## src/rtl/spi_cmd_pkg.sv

```systemverilog
package spi_cmd_pkg;

  localparam int OP_W = 8;

  localparam logic [OP_W-1:0] OP_NOP     = 8'h00;
  localparam logic [OP_W-1:0] OP_INIT    = 8'h01;
  localparam logic [OP_W-1:0] OP_ASK_INV = 8'h03;
  localparam logic [OP_W-1:0] OP_ASK_LED = 8'h05;
  localparam logic [OP_W-1:0] OP_ASK_VEC = 8'h07;

  // status byte bit positions decoded by the master
  localparam int STAT_ACCEPT = 5;
  localparam int STAT_VALID  = 6;

  typedef enum logic [1:0] {ENG_IDLE, ENG_SHIFT, ENG_TAIL, ENG_GAP} eng_state_t;
  typedef enum logic [1:0] {SEQ_BOOT, SEQ_IDLE, SEQ_WAIT} seq_state_t;

  // number of fetch frames that must trail a given opcode
  function automatic int unsigned trailing_fetches(input logic [OP_W-1:0] op,
                                                   input int unsigned vec_len);
    if (op == OP_ASK_INV || op == OP_ASK_LED) return 1;
    if (op == OP_ASK_VEC) return vec_len;
    return 0;
  endfunction

endpackage

```

## src/rtl/spi_frame_engine.sv

```systemverilog
module spi_frame_engine
  import spi_cmd_pkg::*;
#(
  parameter int FRAME_W = 32,
  parameter int DIV     = 4
) (
  input  logic               clk,
  input  logic               rst_n,
  input  logic               start,
  input  logic [FRAME_W-1:0] word,
  output logic               ready,
  output logic               done,
  output logic [FRAME_W-1:0] rx_word,
  output logic               sck,
  output logic               ss_n,
  output logic               mosi,
  input  logic               miso
);

  localparam int HALF    = DIV / 2;
  localparam int GAP_CYC = 2 * DIV;
  localparam int CNT_W   = $clog2(GAP_CYC + 1);
  localparam int BIT_W   = $clog2(FRAME_W);

  eng_state_t         st_q, st_d;
  logic [CNT_W-1:0]   cnt_q, cnt_d;
  logic [BIT_W-1:0]   bit_q, bit_d;
  logic [FRAME_W-1:0] tx_q, tx_d;
  logic [FRAME_W-1:0] rx_q, rx_d;
  logic [FRAME_W-1:0] rxo_q, rxo_d;
  logic               sck_q, sck_d;
  logic               ss_q, ss_d;
  logic               mosi_q, mosi_d;
  logic               done_q, done_d;

  always_comb begin
    st_d   = st_q;
    cnt_d  = cnt_q;
    bit_d  = bit_q;
    tx_d   = tx_q;
    rx_d   = rx_q;
    rxo_d  = rxo_q;
    sck_d  = sck_q;
    ss_d   = ss_q;
    mosi_d = mosi_q;
    done_d = 1'b0;
    unique case (st_q)
      ENG_IDLE: begin
        if (start) begin
          tx_d   = word;
          mosi_d = word[0];
          ss_d   = 1'b0;
          cnt_d  = '0;
          bit_d  = '0;
          st_d   = ENG_SHIFT;
        end
      end
      ENG_SHIFT: begin
        cnt_d = cnt_q + 1'b1;
        if (cnt_q == CNT_W'(HALF - 1)) begin
          sck_d = 1'b1;
          rx_d  = {miso, rx_q[FRAME_W-1:1]};
        end
        if (cnt_q == CNT_W'(DIV - 1)) begin
          sck_d = 1'b0;
          cnt_d = '0;
          if (bit_q == BIT_W'(FRAME_W - 1)) begin
            st_d   = ENG_TAIL;
            done_d = 1'b1;
            rxo_d  = rx_q;
          end else begin
            bit_d  = bit_q + 1'b1;
            tx_d   = tx_q >> 1;
            mosi_d = tx_q[1];
          end
        end
      end
      ENG_TAIL: begin
        cnt_d  = cnt_q + 1'b1;
        mosi_d = 1'b0;
        if (cnt_q == CNT_W'(HALF - 1)) begin
          ss_d  = 1'b1;
          cnt_d = '0;
          st_d  = ENG_GAP;
        end
      end
      default: begin
        cnt_d = cnt_q + 1'b1;
        if (cnt_q == CNT_W'(GAP_CYC - 1)) begin
          cnt_d = '0;
          st_d  = ENG_IDLE;
        end
      end
    endcase
  end

  always_ff @(posedge clk or negedge rst_n) begin
    if (!rst_n) begin
      st_q   <= ENG_IDLE;
      cnt_q  <= '0;
      bit_q  <= '0;
      tx_q   <= '0;
      rx_q   <= '0;
      rxo_q  <= '0;
      sck_q  <= 1'b0;
      ss_q   <= 1'b1;
      mosi_q <= 1'b0;
      done_q <= 1'b0;
    end else begin
      st_q   <= st_d;
      cnt_q  <= cnt_d;
      bit_q  <= bit_d;
      tx_q   <= tx_d;
      rx_q   <= rx_d;
      rxo_q  <= rxo_d;
      sck_q  <= sck_d;
      ss_q   <= ss_d;
      mosi_q <= mosi_d;
      done_q <= done_d;
    end
  end

  assign ready   = (st_q == ENG_IDLE);
  assign done    = done_q;
  assign rx_word = rxo_q;
  assign sck     = sck_q;
  assign ss_n    = ss_q;
  assign mosi    = mosi_q;

endmodule

```

## src/rtl/spi_cmd_seq.sv

```systemverilog
module spi_cmd_seq
  import spi_cmd_pkg::*;
#(
  parameter int PAY_W   = 24,
  parameter int VEC_LEN = 4
) (
  input  logic                  clk,
  input  logic                  rst_n,
  input  logic                  cmd_valid,
  output logic                  cmd_ready,
  input  logic [OP_W-1:0]       cmd_op,
  input  logic [PAY_W-1:0]      cmd_payload,
  input  logic                  eng_ready,
  input  logic                  eng_done,
  input  logic                  eng_valid_bit,
  output logic                  eng_start,
  output logic [OP_W+PAY_W-1:0] eng_word,
  output logic                  cur_fetch,
  output logic                  fetch_err
);

  localparam int FCNT_W = $clog2(VEC_LEN + 1);

  seq_state_t        st_q, st_d;
  logic [FCNT_W-1:0] left_q, left_d;
  logic              cf_q, cf_d;
  logic              err_q, err_d;

  always_comb begin
    st_d      = st_q;
    left_d    = left_q;
    cf_d      = cf_q;
    eng_start = 1'b0;
    eng_word  = '0;
    unique case (st_q)
      SEQ_BOOT: begin
        if (eng_ready) begin
          eng_start = 1'b1;
          eng_word  = {{PAY_W{1'b0}}, OP_INIT};
          left_d    = '0;
          cf_d      = 1'b0;
          st_d      = SEQ_WAIT;
        end
      end
      SEQ_IDLE: begin
        if (cmd_valid) begin
          eng_start = 1'b1;
          eng_word  = {cmd_payload, cmd_op};
          left_d    = FCNT_W'(trailing_fetches(cmd_op, VEC_LEN));
          cf_d      = 1'b0;
          st_d      = SEQ_WAIT;
        end
      end
      default: begin
        if (eng_ready) begin
          if (left_q != '0) begin
            eng_start = 1'b1;
            eng_word  = {{PAY_W{1'b0}}, OP_NOP};
            left_d    = left_q - 1'b1;
            cf_d      = 1'b1;
          end else begin
            st_d = SEQ_IDLE;
          end
        end
      end
    endcase
    err_d = err_q | (eng_done & cf_q & ~eng_valid_bit);
  end

  always_ff @(posedge clk or negedge rst_n) begin
    if (!rst_n) begin
      st_q   <= SEQ_BOOT;
      left_q <= '0;
      cf_q   <= 1'b0;
      err_q  <= 1'b0;
    end else begin
      st_q   <= st_d;
      left_q <= left_d;
      cf_q   <= cf_d;
      err_q  <= err_d;
    end
  end

  assign cmd_ready = (st_q == SEQ_IDLE);
  assign cur_fetch = cf_q;
  assign fetch_err = err_q;

endmodule

```

## src/rtl/spi_cmd_master.sv

```systemverilog
module spi_cmd_master
  import spi_cmd_pkg::*;
#(
  parameter int DIV     = 4,
  parameter int PAY_W   = 24,
  parameter int VEC_LEN = 4
) (
  input  logic             clk,
  input  logic             rst_n,
  input  logic             cmd_valid,
  output logic             cmd_ready,
  input  logic [7:0]       cmd_op,
  input  logic [PAY_W-1:0] cmd_payload,
  output logic             rsp_valid,
  output logic [7:0]       rsp_status,
  output logic [PAY_W-1:0] rsp_data,
  output logic             rsp_accepted,
  output logic             rsp_data_ok,
  output logic             rsp_fetch,
  output logic             fetch_err,
  output logic             spi_sck,
  output logic             spi_ss_n,
  output logic             spi_mosi,
  input  logic             spi_miso
);

  localparam int FRAME_W = OP_W + PAY_W;

  logic [1:0]         rst_pipe;
  logic               rst_sync_n;
  logic               eng_ready;
  logic               eng_done;
  logic               eng_start;
  logic [FRAME_W-1:0] eng_word;
  logic [FRAME_W-1:0] eng_rx;

  // asynchronous assertion, synchronous release
  always_ff @(posedge clk or negedge rst_n) begin
    if (!rst_n) rst_pipe <= 2'b00;
    else        rst_pipe <= {rst_pipe[0], 1'b1};
  end
  assign rst_sync_n = rst_pipe[1];

  spi_cmd_seq #(.PAY_W(PAY_W), .VEC_LEN(VEC_LEN)) u_seq (
    .clk           (clk),
    .rst_n         (rst_sync_n),
    .cmd_valid     (cmd_valid),
    .cmd_ready     (cmd_ready),
    .cmd_op        (cmd_op),
    .cmd_payload   (cmd_payload),
    .eng_ready     (eng_ready),
    .eng_done      (eng_done),
    .eng_valid_bit (eng_rx[STAT_VALID]),
    .eng_start     (eng_start),
    .eng_word      (eng_word),
    .cur_fetch     (rsp_fetch),
    .fetch_err     (fetch_err)
  );

  spi_frame_engine #(.FRAME_W(FRAME_W), .DIV(DIV)) u_eng (
    .clk     (clk),
    .rst_n   (rst_sync_n),
    .start   (eng_start),
    .word    (eng_word),
    .ready   (eng_ready),
    .done    (eng_done),
    .rx_word (eng_rx),
    .sck     (spi_sck),
    .ss_n    (spi_ss_n),
    .mosi    (spi_mosi),
    .miso    (spi_miso)
  );

  assign rsp_valid    = eng_done;
  assign rsp_status   = eng_rx[OP_W-1:0];
  assign rsp_data     = eng_rx[FRAME_W-1:OP_W];
  assign rsp_accepted = eng_rx[STAT_ACCEPT];
  assign rsp_data_ok  = eng_rx[STAT_VALID];

endmodule

```

## config.mk

```make
export PLATFORM = sky130hd
export DESIGN_NAME = spi_cmd_master
export DESIGN_NICKNAME = d
export VERILOG_FILES = /design/src/rtl/spi_cmd_pkg.sv /design/src/rtl/spi_frame_engine.sv /design/src/rtl/spi_cmd_seq.sv /design/src/rtl/spi_cmd_master.sv
export SDC_FILE = /design/constraint.sdc
export NUM_CORES = 1
export LEC_CHECK = 0
export ABC_AREA = 1
export CELL_PAD_IN_SITES_DETAIL_PLACEMENT = 0
export CELL_PAD_IN_SITES_GLOBAL_PLACEMENT = 2
export CORE_MARGIN = 2
export CORE_UTILIZATION = 35
export DETAILED_ROUTE_END_ITERATION = 8
export HOLD_SLACK_MARGIN = 0.06
export PLACE_DENSITY = 0.83
export REMOVE_ABC_BUFFERS = 1
export SYNTH_ARGS = -nofsm -noshare
export SYNTH_HDL_FRONTEND = slang
export SYNTH_SLANG_ARGS = --single-unit
```

## constraint.sdc

```tcl
create_clock -name clk -period 5.2 [get_ports clk]
set_input_delay 0.78 -clock clk [delete_from_list [all_inputs] [get_ports clk]]
set_output_delay 0.78 -clock clk [all_outputs]
set_load 0.05 [all_outputs]
```

# Word-level counts from Yosys, hierarchy flattened
# Index checks and enable logic that the tools add are counted.
[word_totals]
reg_bits = 120
inputBits = 36
word_cells = 123
[op_classes]
addsub = 3
n_reduce_logical = 20
bitwise_logic = 4
n_mux = 63
n_eq_ne = 18
[op_table]
columns = ["op", "count"]
rows = [
  ["two-way mux 32 bit", 4],
  ["one-hot mux 32 bit (2 select lines)", 2],
  ["two-way mux 1 bit", 25],
  ["two-way mux 3 bit", 7],
  ["two-way mux 2 bit", 9],
  ["equality test 8 x 3 -> 1 bit, second input constant", 2],
  ["two-way mux 4 bit", 4],
  ["AND reduction 4 bit", 4],
  ["two-way mux 5 bit", 3],
  ["one-hot mux 4 bit (3 select lines)", 1],
  ["one-hot mux 5 bit (2 select lines)", 1],
  ["nonzero test 3 bit", 3],
  ["equality test 8 x 2 -> 1 bit, second input constant", 1],
  ["!= test 2 x 1 -> 1 bit, second input constant", 4],
  ["nonzero test 2 bit", 4],
  ["!= test 2 bit, second input constant", 3],
  ["one-hot mux 1 bit (2 select lines)", 3],
  ["one-hot mux 2 bit (3 select lines)", 1],
  ["one-hot mux 3 bit (2 select lines)", 1],
  ["AND reduction 3 bit", 2],
  ["adder 5 x 1 -> 5 bit, second input constant", 1],
  ["equality test 5 bit, second input constant", 1],
  ["AND reduction 5 bit", 1],
  ["adder 4 x 1 -> 4 bit, second input constant", 1],
  ["16 further kinds", 20],
]

# Logic depth before layout (Yosys ltp)
# Gate-level depths: netlist of run 1.
[depth]
depth_word = 12
ltp_mapped = 11
depth_no_buf = 10

# Modules after synthesis
# A second synthesis of run 1 with hierarchy kept.
[unflattened]
hier_cells = 622
hier_area_um2 = 5705.5
[modules_own_cells]
columns = ["mod", "area_each_um2", "instances", "cells_per_inst"]
rows = [
  ["spi_frame_engine", 4918.5, 1, 488],
  ["spi_cmd_seq", 718.2, 1, 129],
  ["spi_cmd_master", 68.8, 1, 5],
]

# Worst setup path after synthesis of run 1
# Ideal clock, no wire load.
[synth_path]
path_kind = "flip-flop to output port"
startpoint = "register u_seq.st_q[1]"
endpoint = "output port cmd_ready"
n_path_buf = 1
stages_incl_launch_ff = 3
arrival_ns = 1.229
slack_ns = 3.191
path_cell_list = "dfrtp_1 -> buf_6 -> nor2_1"
[synth_via]
elab_chain_len = 1
[synth_lines]
columns = ["element", "line", "source"]
rows = [
  ["start, declared", "spi_cmd_seq.sv:24", "seq_state_t st_q, st_d;"],
  ["start signal, assigned", "spi_cmd_seq.sv:77", "st_q <= st_d;"],
  ["equality test 2 x 1 -> 1 bit", "spi_cmd_seq.sv:84", "assign cmd_ready = (st_q == SEQ_IDLE);"],
  ["end, declared", "spi_cmd_master.sv:11", "output logic cmd_ready,"],
]
# No other way between the ends.

# Worst setup path after layout of run 1
[layout_path]
startpoint = "register u_eng.st_q[1]"
endpoint = "register u_eng.tx_q[26]"
[layout_via]
elab_chain_len = 5
elab_cells_between_ends = 11
cone_classes = "eq/ne: 4; mux: 4; reduce/logical: 3"
[layout_lines]
columns = ["element", "line", "source"]
rows = [
  ["start, declared", "spi_frame_engine.sv:25", "eng_state_t st_q, st_d;"],
  ["start signal, assigned", "spi_frame_engine.sv:110", "st_q <= st_d;"],
  ["zero test 2 bit", "spi_frame_engine.sv:47, spi_frame_engine.sv:123", ""],
  ["two-way mux 1 bit (on tied branches)", "spi_cmd_seq.sv:55, spi_cmd_seq.sv:37", ""],
  ["one-hot mux 1 bit (2 select lines)", "spi_cmd_seq.sv:35", "unique case (st_q)"],
  ["!= test 2 x 1 -> 1 bit (no line)", "n/a", ""],
  ["AND reduction 4 bit (no line)", "n/a", ""],
  ["end signal, assigned", "spi_frame_engine.sv:113", "tx_q <= tx_d;"],
  ["end, declared", "spi_frame_engine.sv:28", "logic [FRAME_W-1:0] tx_q, tx_d;"],
]
# Several ways; a longest one is shown, not always the timed one.
# A chain may end at the register's enable or synchronous reset.

==> key figures, run 1 <==
Run status
  • Outcome: completed

Route
  • Routed Antenna Nets: 0
  • Via count: 4357
  • DR DRC count: 0
  • First drt pass iteration count: 5
  • Initial DRC count: 227
  • Routed WL: 12000 um
  • DR vias/cell: around 4.7
  • Drt wl/cell: 13.0 um

Timing
  • Fin crit share: 65.1%
  • Tightest Pin Transition: 1320 ps
  • Final worst setup slack: 1810 ps
  • Max Slew Vio Count: 0
  • Final hold vios: 0
  • Setup-failing EPs final: 0
  • Layout Skew: between 8 and 9 ps
  • RSZ-0062 raised after global routing: false
  • Relative slew slack: 12.0%
  • Fmax achieved: 0.295 GHz
  • Fin crit period: between 3000 and 4000 ps
  • Fin Setup TNS: 0 ps

Logic synthesis
  • Gate Count Post-Synth: 660
  • Yosys cell types: 29
  • Ys flop type: dfrtp_1
  • Syn avg cell area: between 8 and 9 um2
  • Flops & latches, synth: around 120
  • Post-synthesis sequential area ratio: about 55%
  • Post-synth EDFFs: 0
  • Post-Syn Area: between 0.005 and 0.006 mm2
  • Async SR Flop Fraction: 100%
  • Ys Warns: 0

Clocking
  • Sink Count: 119
  • Root Buffer Master: clkbuf_16
  • CTS Hold Buffers Added: 0
  • CTS tree: built
  • CTS clk-pin slew, worst paths: around 60 ps
  • Setup repair bufs after CTS: 0
  • CTS Buf Count: 17
  • # resized after CTS: 0
  • Worst-Skew Late Latency: about 400 ps
  • Clk buf depth: 2
  • Htree depth: 4

Place
  • GP Congestion: roughly 0.77
  • PortBufs: 76
  • Post-DP HPWL: 7390 um
  • Pre-CTS WS: between 1500 and 2000 ps

Floorplanning
  • Placeable Area: 0.0152 mm2
  • Die width: 129 um
  • Initial core utilization: 35.9%
  • Cell row count: 45
  • Die ar.: 0.0166 mm2
  • Die height: 129 um
  • Num ports: 77

Final layout
  • Ant diodes: 0
  • FILL cells: 1522
  • Post-layout nets: 769
  • Layout cells sized above 1: 6.42%
  • Layout area overhead: 25.4%
  • Final core utilization: 45.1%

Setup path
  • Reg2Reg Capture Point: u_eng.tx_q[26]
  • Crit end category: register
  • R2R Path Start: u_eng.st_q[1]
  • Startpoint Class: register
  • CP Data Arrival Time: 3730 ps
  • Worst Path Max Fanout: 38
  • Setup CP Type: register to register
  • Worst R2R Path Depth: 8
  • Setup slack, reg-to-reg: 1810 ps
  • Worst Path Required: 5540 ps

Pwr
  • Power share of the clock group: 53.2%
  • P_sw: 0.432 mW
  • VDD IR max: slightly above 0.2 mV
  • Switching Share: 20.5%
  • Internal power contribution: about 1.7 mW
  • Comb pwr share: under 10%
  • Seq pwr share: 44.8%
  • Power per Cell Area: 308 mW/mm2
  • LEAKAGE: 3.22 nW
  • Pwr Total: 2.11 mW

Job
  • Max-cap violations: 0

Global route
  • All-Layer GR Usage: 15.9%
  • GRT overflow: 0
  • First-pass GRT wire length: 20800 um
  • Number of global-route vias before repair: roughly 4400
  • Initial antenna violation count: 0
  • Largest net degree at the start of global routing: 73

Min path
  • Hold Crit Class: register to register
  • Hold depth: 0
  • Hold endpoint: rst_pipe[1]
  • Hold_sp: rst_pipe[0]
power groups by stage:
stage	Sequential (mW)	Combinational (mW)	Clock (mW)
detailed placement	0.963	0.0422	0
CTS	0.947	0.0425	1.15
global placement	0.963	0.0416	0
floorplan	0.963	0.00509	0
global route	0.948	0.0465	1.20
finish	0.946	0.0412	1.12
stage by stage:
stage               instances  hold WS [ps]  instance area (um2)
global placement          891           338                 6290
detailed placement        891           347                 6290
finish                    920           351                 6850
global route              920           368                 6850
floorplan                 625           331                 5270
CTS                       920           356                 6850
placed cells by master, fill, tap and decap left out, types with 3 or more instances in the layout:
cell / netlist / layout
a21oi_1: 3 / 3
clkbuf_16: 0 / 17
clkdlybuf4s50_1: 0 / 76
dfrtp_1: 118 / 117
ha_1: 11 / 11
inv_1: 51 / 51
nand2_1: 250 / 250
nand2_2: 3 / 3
nand3_1: 47 / 47
nand4_1: 4 / 4
nor2_1: 14 / 14
nor2_4: 2 / 3
o21ai_0: 101 / 101
or2_2: 3 / 3
logic make-up (layout without fill, tap and decap cells):
kind of cell | after synthesis | after routing | share of synthesized area, %
AO/OA/AOI/OAI | 106 | 106 | 9.78
XOR/XNOR | 2 | 2 | 0.321
AND/OR/NAND/NOR | 332 | 332 | 25.4
adder cells (fa/ha/maj) | 11 | 11 | 2.52
other | 1 | 1 | 0.0687
flip-flops | 119 | 119 | 54.5
buffers and inverters | 89 | 161 | 7.38
metal layers:
metal / global-route usage, % / vias up / part of all wire (%)
li1: - / 2213 / -
met5: 0 / - / 0
met4: 6.20 / 0 / 1.8
met1: 20.3 / 2049 / 47
met3: 6.07 / 16 / 6.1
met2: 24.5 / 79 / 46
worst max-delay path by stage:
stage	start	to	slack [ps]	depth (start not counted)
floorplan	rst_pipe[1]	u_eng.bit_q[0]	1640	0
global placement	cmd_valid	u_eng.tx_q[23]	1750	8
detailed placement	cmd_valid	u_eng.tx_q[23]	1710	8
CTS	u_eng.st_q[1]	u_eng.tx_q[14]	1800	8
global route	u_eng.st_q[1]	u_eng.tx_q[23]	1450	8
finish	u_eng.st_q[1]	u_eng.tx_q[26]	1810	8
cells in the mapped netlist, types with 4 or more instances:
master	instances	area (um2)
buf_2	12	60.1
buf_4	5	37.5
buf_6	4	45.0
clkbuf_1	14	52.6
dfrtp_1	118	2950
ha_1	11	138
inv_1	51	191
nand2_1	250	938
nand3_1	47	235
nand4_1	4	25.0
nor2_1	14	52.6
o21ai_0	101	505
worst max-delay path, stage by stage, from the launching register on:
cell     delay [ps]
dfrtp_1         380
inv_1            90
ha_1            190
buf_4           260
inv_2           500
nand2_1         930
nand2_4         740
nand2_1         110
nand2_1          80
state kept, by name, indices dropped and copies added, names as in the netlist:
register / flops
u_eng.rx_word: 32
u_eng.bit_q: 5
u_eng.mosi: 1
u_seq.fetch_err: 1
u_seq.left_q: 3
u_eng.sck: 1
u_eng.cnt_q: 4
u_eng.ss_n: 1
u_eng.st_q: 2
u_seq.cur_fetch: 1
u_eng.rx_q: 32
rst_pipe: 2
u_seq.st_q: 2
u_eng.tx_q: 31
u_eng.done: 1
final cells by class:
type	instances	area (um2)	area share, %
Inverter	54	208	3.03
Tap cell	188	235	3.43
Clock inverter	8	103	1.50
Timing Repair Buffer	78	776	11.3
Sequential cell	119	2980	43.6
Clock buffer	21	460	6.72
Multi-Input combinational cell	452	2080	30.4
No activity file was read; power rests on OpenSTA's default activity.
==> run 2, diff against run 1 <==
--- a/config.mk
+++ b/config.mk
@@ -9,10 +9,10 @@
 export CELL_PAD_IN_SITES_DETAIL_PLACEMENT = 0
 export CELL_PAD_IN_SITES_GLOBAL_PLACEMENT = 2
 export CORE_MARGIN = 2
-export CORE_UTILIZATION = 35
+export CORE_UTILIZATION = 29
 export DETAILED_ROUTE_END_ITERATION = 8
 export HOLD_SLACK_MARGIN = 0.06
-export PLACE_DENSITY = 0.83
+export PLACE_DENSITY = 0.73
 export REMOVE_ABC_BUFFERS = 1
 export SYNTH_ARGS = -nofsm -noshare
 export SYNTH_HDL_FRONTEND = slang
==> constraint.sdc (replaced) <==
create_clock -name clk -period 2.86 [get_ports clk]
set_input_delay 0.429 -clock clk [delete_from_list [all_inputs] [get_ports clk]]
set_output_delay 0.429 -clock clk [all_outputs]
set_load 0.05 [all_outputs]
==> key figures, run 2 (synthesis gave the netlist of run 1 again) <==
Clocking
  • Root Buffer Master: clkbuf_16
  • Sink Count: 119
  • Htree depth: 4
  • Clk buf depth: 2
  • CTS Hold Buffers Added: 0
  • Worst-Skew Late Latency: 420 ps
  • # resized after CTS: 0
  • CTS clk-pin slew, worst paths: 60 ps
  • CTS Buf Count: 17
  • CTS tree: built
  • Setup repair bufs after CTS: 0

Setup path
  • Reg2Reg Capture Point: u_eng.tx_q[2]
  • Setup slack, reg-to-reg: around 700 ps
  • Worst R2R Path Depth: 7
  • Crit path from: u_seq.st_q[1]
  • Worst Setup EP: cmd_ready
  • CP Depth: 2
  • Crit end category: primary output
  • Critical-path cell list: nor2_1 -> clkdlybuf4s50_1
  • R2R Path Start: u_eng.st_q[1]
  • Slowest stage delay, CP: 850 ps
  • Worst Path Max Fanout: 8
  • CP Data Arrival Time: 2050 ps
  • CP max-delay cell: clkdlybuf4s50_1
  • Buf/Inv on CP: 1
  • Setup CP Type: register to primary output
  • Worst Path Required: 2430 ps
  • Crit path max-delay family: buffers and inverters
  • Startpoint Class: register

Pwr
  • VDD IR max: 0.387 mV
  • Switching Share: 21.4%
  • Power per Cell Area: around 570 mW/mm2
  • P_sw: around 0.86 mW
  • Seq pwr share: 42.4%
  • Comb pwr share: 2.2%
  • Internal power contribution: 3.17 mW
  • Power share of the clock group: 55.4%
  • LEAKAGE: 3.30 nW

Timing
  • Final hold vios: 0
  • Setup-failing EPs final: 0
  • Fin Setup TNS: 0 ps
  • Layout Skew: about 15 ps
  • Fin crit period: 2480 ps
  • Fin crit share: 86.6%
  • Fmax achieved: 0.404 GHz
  • Relative slew slack: 40.4%
  • Final worst setup slack: about 380 ps
  • Max Slew Vio Count: 0
  • Hold_ws: 171 ps
  • RSZ-0062 raised after global routing: false
  • Tightest Pin Transition: 894 ps

Floorplanning
  • Num ports: 77
  • Die height: about 140 um
  • Die ar.: approximately 0.02 mm2
  • Cell row count: 50
  • Placeable Area: 0.0186 mm2
  • Die width: 141 um
  • Initial core utilization: between 20% and 30%

Final layout
  • Most frequent cells in the layout: nand2_1, dfrtp_1, o21ai_0
  • Final instance area: a little over 0.007 mm2
  • Layout area overhead: 29.1%
  • Layout cells sized above 1: about 8.1%
  • Final core utilization: about 38%
  • Commonest non-fill, non-tap cell in the layout: nand2_1
  • Ant diodes: 0
  • Post-layout nets: 777

Global route
  • Largest net degree at the start of global routing: 63
  • Number of global-route vias before repair: between 4000 and 5000
  • All-Layer GR Usage: 13.8%
  • GRT overflow: 0
  • First-pass GRT wire length: between 20000 and 25000 um
  • Initial antenna violation count: 0

Job
  • Max-cap violations: 0

Route
  • DR DRC count: 0
  • Routed WL: 13100 um
  • Drt wl/cell: 13.4 um
  • First drt pass iteration count: 4
  • Via count: 4398
  • Initial DRC count: 175
  • DR vias/cell: around 4.5
  • Routed Antenna Nets: 0

Place
  • Post-DP Area: roughly 0.0064 mm2
  • GP Congestion: 0.734
  • Pre-CTS WS: 705 ps
  • Post-DP HPWL: 8290 um
  • PortBufs: 76

Run status
  • Outcome: completed

Min path
  • Hold Crit Class: primary input to asynchronous set/reset pin
[run 2: how the worst min path moves through the flow]
stage | slack [ps] | endpoint
after floorplan | 130 | rst_pipe[0]
after global placement | 330 | u_eng.rx_q[24]
after detailed placement | 330 | u_eng.rx_word[23]
after CTS | 150 | rst_pipe[1]
after global routing | 150 | rst_pipe[1]
final | 170 | rst_pipe[1]
[run 2: routing by layer]
metal	GRT usage [%]	share of wire, %
met3	3.70	4.4
met4	6.37	1.4
met5	0	0
met2	21.7	45
met1	17.7	49
[run 2: final cells by class]
class	count	area, um2
Clock buffer	19	453
Clock inverter	13	168
Fill cell	1867	11500
Inverter	54	208
Multi-Input combinational cell	452	2080
Sequential cell	119	2980
Tap cell	234	293
Timing Repair Buffer	86	861
[run 2: per-stage QoR]
stage               power [mW]  std cells
CTS                       4.11        977
finish                    4.03        977
global route              4.20        977
global placement          1.83        945
detailed placement        1.83        945
floorplan                 1.76        625
[run 2: power by group through the flow]
| stage | Sequential (mW) | Combinational, mW | Clock, mW |
|---|---|---|---|
| after CTS | 1.71 | 0.0937 | 2.30 |
| final | 1.71 | 0.0899 | 2.23 |
| after global placement | 1.74 | 0.0927 | 0 |
| after detailed placement | 1.74 | 0.0933 | 0 |
| after global routing | 1.71 | 0.101 | 2.38 |
| after floorplan | 1.75 | 0.00926 | 0 |
==> run 3, diff against run 2 <==
--- a/config.mk
+++ b/config.mk
@@ -6,13 +6,14 @@
 export NUM_CORES = 1
 export LEC_CHECK = 0
 export ABC_AREA = 1
+export CAP_MARGIN = 5
 export CELL_PAD_IN_SITES_DETAIL_PLACEMENT = 0
 export CELL_PAD_IN_SITES_GLOBAL_PLACEMENT = 2
 export CORE_MARGIN = 2
 export CORE_UTILIZATION = 29
 export DETAILED_ROUTE_END_ITERATION = 8
 export HOLD_SLACK_MARGIN = 0.06
-export PLACE_DENSITY = 0.73
+export PLACE_DENSITY = 0.72
 export REMOVE_ABC_BUFFERS = 1
 export SYNTH_ARGS = -nofsm -noshare
 export SYNTH_HDL_FRONTEND = slang
==> key figures, run 3 (synthesis gave the netlist of run 1 again) <==
Run status
  • Outcome: completed

Final layout
  • Layout area overhead: 28.6%
  • Most frequent cells in the layout: nand2_1, dfrtp_1, o21ai_0
  • FILL cells: 1886
  • Post-layout nets: 777
  • Commonest non-fill, non-tap cell in the layout: nand2_1
  • Final core utilization: a little under two fifths
  • Layout cells sized above 1: ~8.0%
  • Ant diodes: 0

Pwr
  • Power per Cell Area: about 570 mW/mm2
  • LEAKAGE: 3.29 nW
  • Pwr Total: 4.00 mW
  • VDD IR max: between 0.3 and 0.4 mV

Clocking
  • Worst-Skew Late Latency: 410 ps
  • Clk buf depth: 2
  • CTS Hold Buffers Added: 0
  • CTS tree: built
  • Setup repair bufs after CTS: 0
  • CTS clk-pin slew, worst paths: 60 ps
  • Sink Count: 119
  • Root Buffer Master: clkbuf_16
  • Htree depth: 4
  • # resized after CTS: 0
  • CTS Buf Count: 17

Route
  • Routed Antenna Nets: 0
  • First drt pass iteration count: 4
  • DR vias/cell: 4.53
  • Drt wl/cell: about 13 um
  • Initial DRC count: 252
  • Routed WL: 13000 um
  • Via count: 4426
  • DR DRC count: 0

Global route
  • Initial antenna violation count: 0
  • First-pass GRT wire length: 22200 um
  • GRT overflow: 0
  • Number of global-route vias before repair: 4472
  • All-Layer GR Usage: 13.8%
  • Largest net degree at the start of global routing: 63

Floorplanning
  • Initial core utilization: between 20 and 30%
  • Die width: 141 um
  • Num ports: 77
  • Die ar.: 0.0199 mm2
  • Cell row count: 50
  • Placeable Area: 0.0186 mm2
  • Die height: approximately 140 um

Place
  • Pre-CTS WS: 730 ps
  • PortBufs: between 70 and 80
  • Post-DP HPWL: 8090 um
  • GP Congestion: 0.780

Timing
  • Fmax achieved: around 0.4 GHz
  • Final hold vios: 0
  • Tightest Pin Transition: 884 ps
  • Final worst setup slack: 354 ps
  • Max Slew Vio Count: 0
  • Setup-failing EPs final: 0
  • Fin crit period: 2510 ps
  • Relative slew slack: between 40 and 50%
  • Layout Skew: 7.70 ps
  • Fin crit share: 87.6%
  • RSZ-0062 raised after global routing: false

Setup path
  • Worst Path Required: 2430 ps
  • Startpoint Class: register
  • Crit end category: primary output
  • CP max-delay cell: clkdlybuf4s50_1
  • Worst R2R Path Depth: 8
  • Critical-path cell list: nor2_1 -> clkdlybuf4s50_1
  • Slowest stage delay, CP: ~860 ps
  • CP Data Arrival Time: ~2100 ps
  • Setup slack, reg-to-reg: between 700 and 800 ps
  • R2R Path Start: u_eng.bit_q[0]
  • Reg2Reg Capture Point: u_eng.rx_word[4]
  • Worst Path Max Fanout: 8
  • Setup CP Type: register to primary output

Min path
  • Hold Crit Class: primary input to asynchronous set/reset pin

Job
  • Max-cap violations: 0
run 3: changes by cell type in the layout (fill, tap and decap cells not counted), sizes merged:
cell    delta
clkinv     -1
inv        +1
clkbuf     -1
run 3: worst max path at each step:
stage,slack [ps],start,cells past startpoint,end
2_1_floorplan,-700,rst_pipe[1],0,u_eng.bit_q[0]
3_3_place_gp,740,cmd_valid,8,u_seq.left_q[0]
3_5_place_dp,730,u_eng.bit_q[0],8,u_eng.rx_word[4]
4_1_cts,350,u_seq.st_q[1],2,cmd_ready
5_1_grt,280,u_seq.st_q[1],2,cmd_ready
6_report,350,u_seq.st_q[1],2,cmd_ready
run 3: routing by layer:
| metal | GRT usage [%] | part of all wire [%] |
|---|---|---|
| met1 | 18.4 | 49 |
| met2 | 21.4 | 45 |
| met3 | 4.99 | 5.4 |
| met4 | 3.32 | 0.76 |
| met5 | 0 | 0 |
run 3: worst max-delay path, delay by kind of cell (launching register included):
family                 cells  cell delay, ps
AND/OR/NAND/NOR            1             320
flip-flops                 1             490
buffers and inverters      1             860
run 3: where the power goes:
| part | switching [mW] | internal [mW] |
|---|---|---|
| Combinational | 0.0356 | 0.0498 |
| Sequential | 0.0203 | 1.69 |
| Clock | 0.798 | 1.40 |
run 3: cell type report:
class	count	area, um2	share of cell area (%)
sequential	119	2980	42.5
multi-input combinational	452	2080	29.7
timing repair buffer	86	848	12.1
clock buffer	18	439	6.25
tap	234	293	4.17
inverter	54	208	2.96
clock inverter	13	168	2.39
run 3: per-stage QoR:
step / std cells / cell area, um2 / setup TNS (ps) / hold slack (ps)
3_5_place_dp: 945 / 6420 / 0 / 340
3_3_place_gp: 945 / 6420 / 0 / 341
6_report: 976 / 7020 / 0 / 178
4_1_cts: 976 / 7020 / 0 / 160
5_1_grt: 976 / 7020 / 0 / 156
2_1_floorplan: 625 / 5270 / -92420 / 133
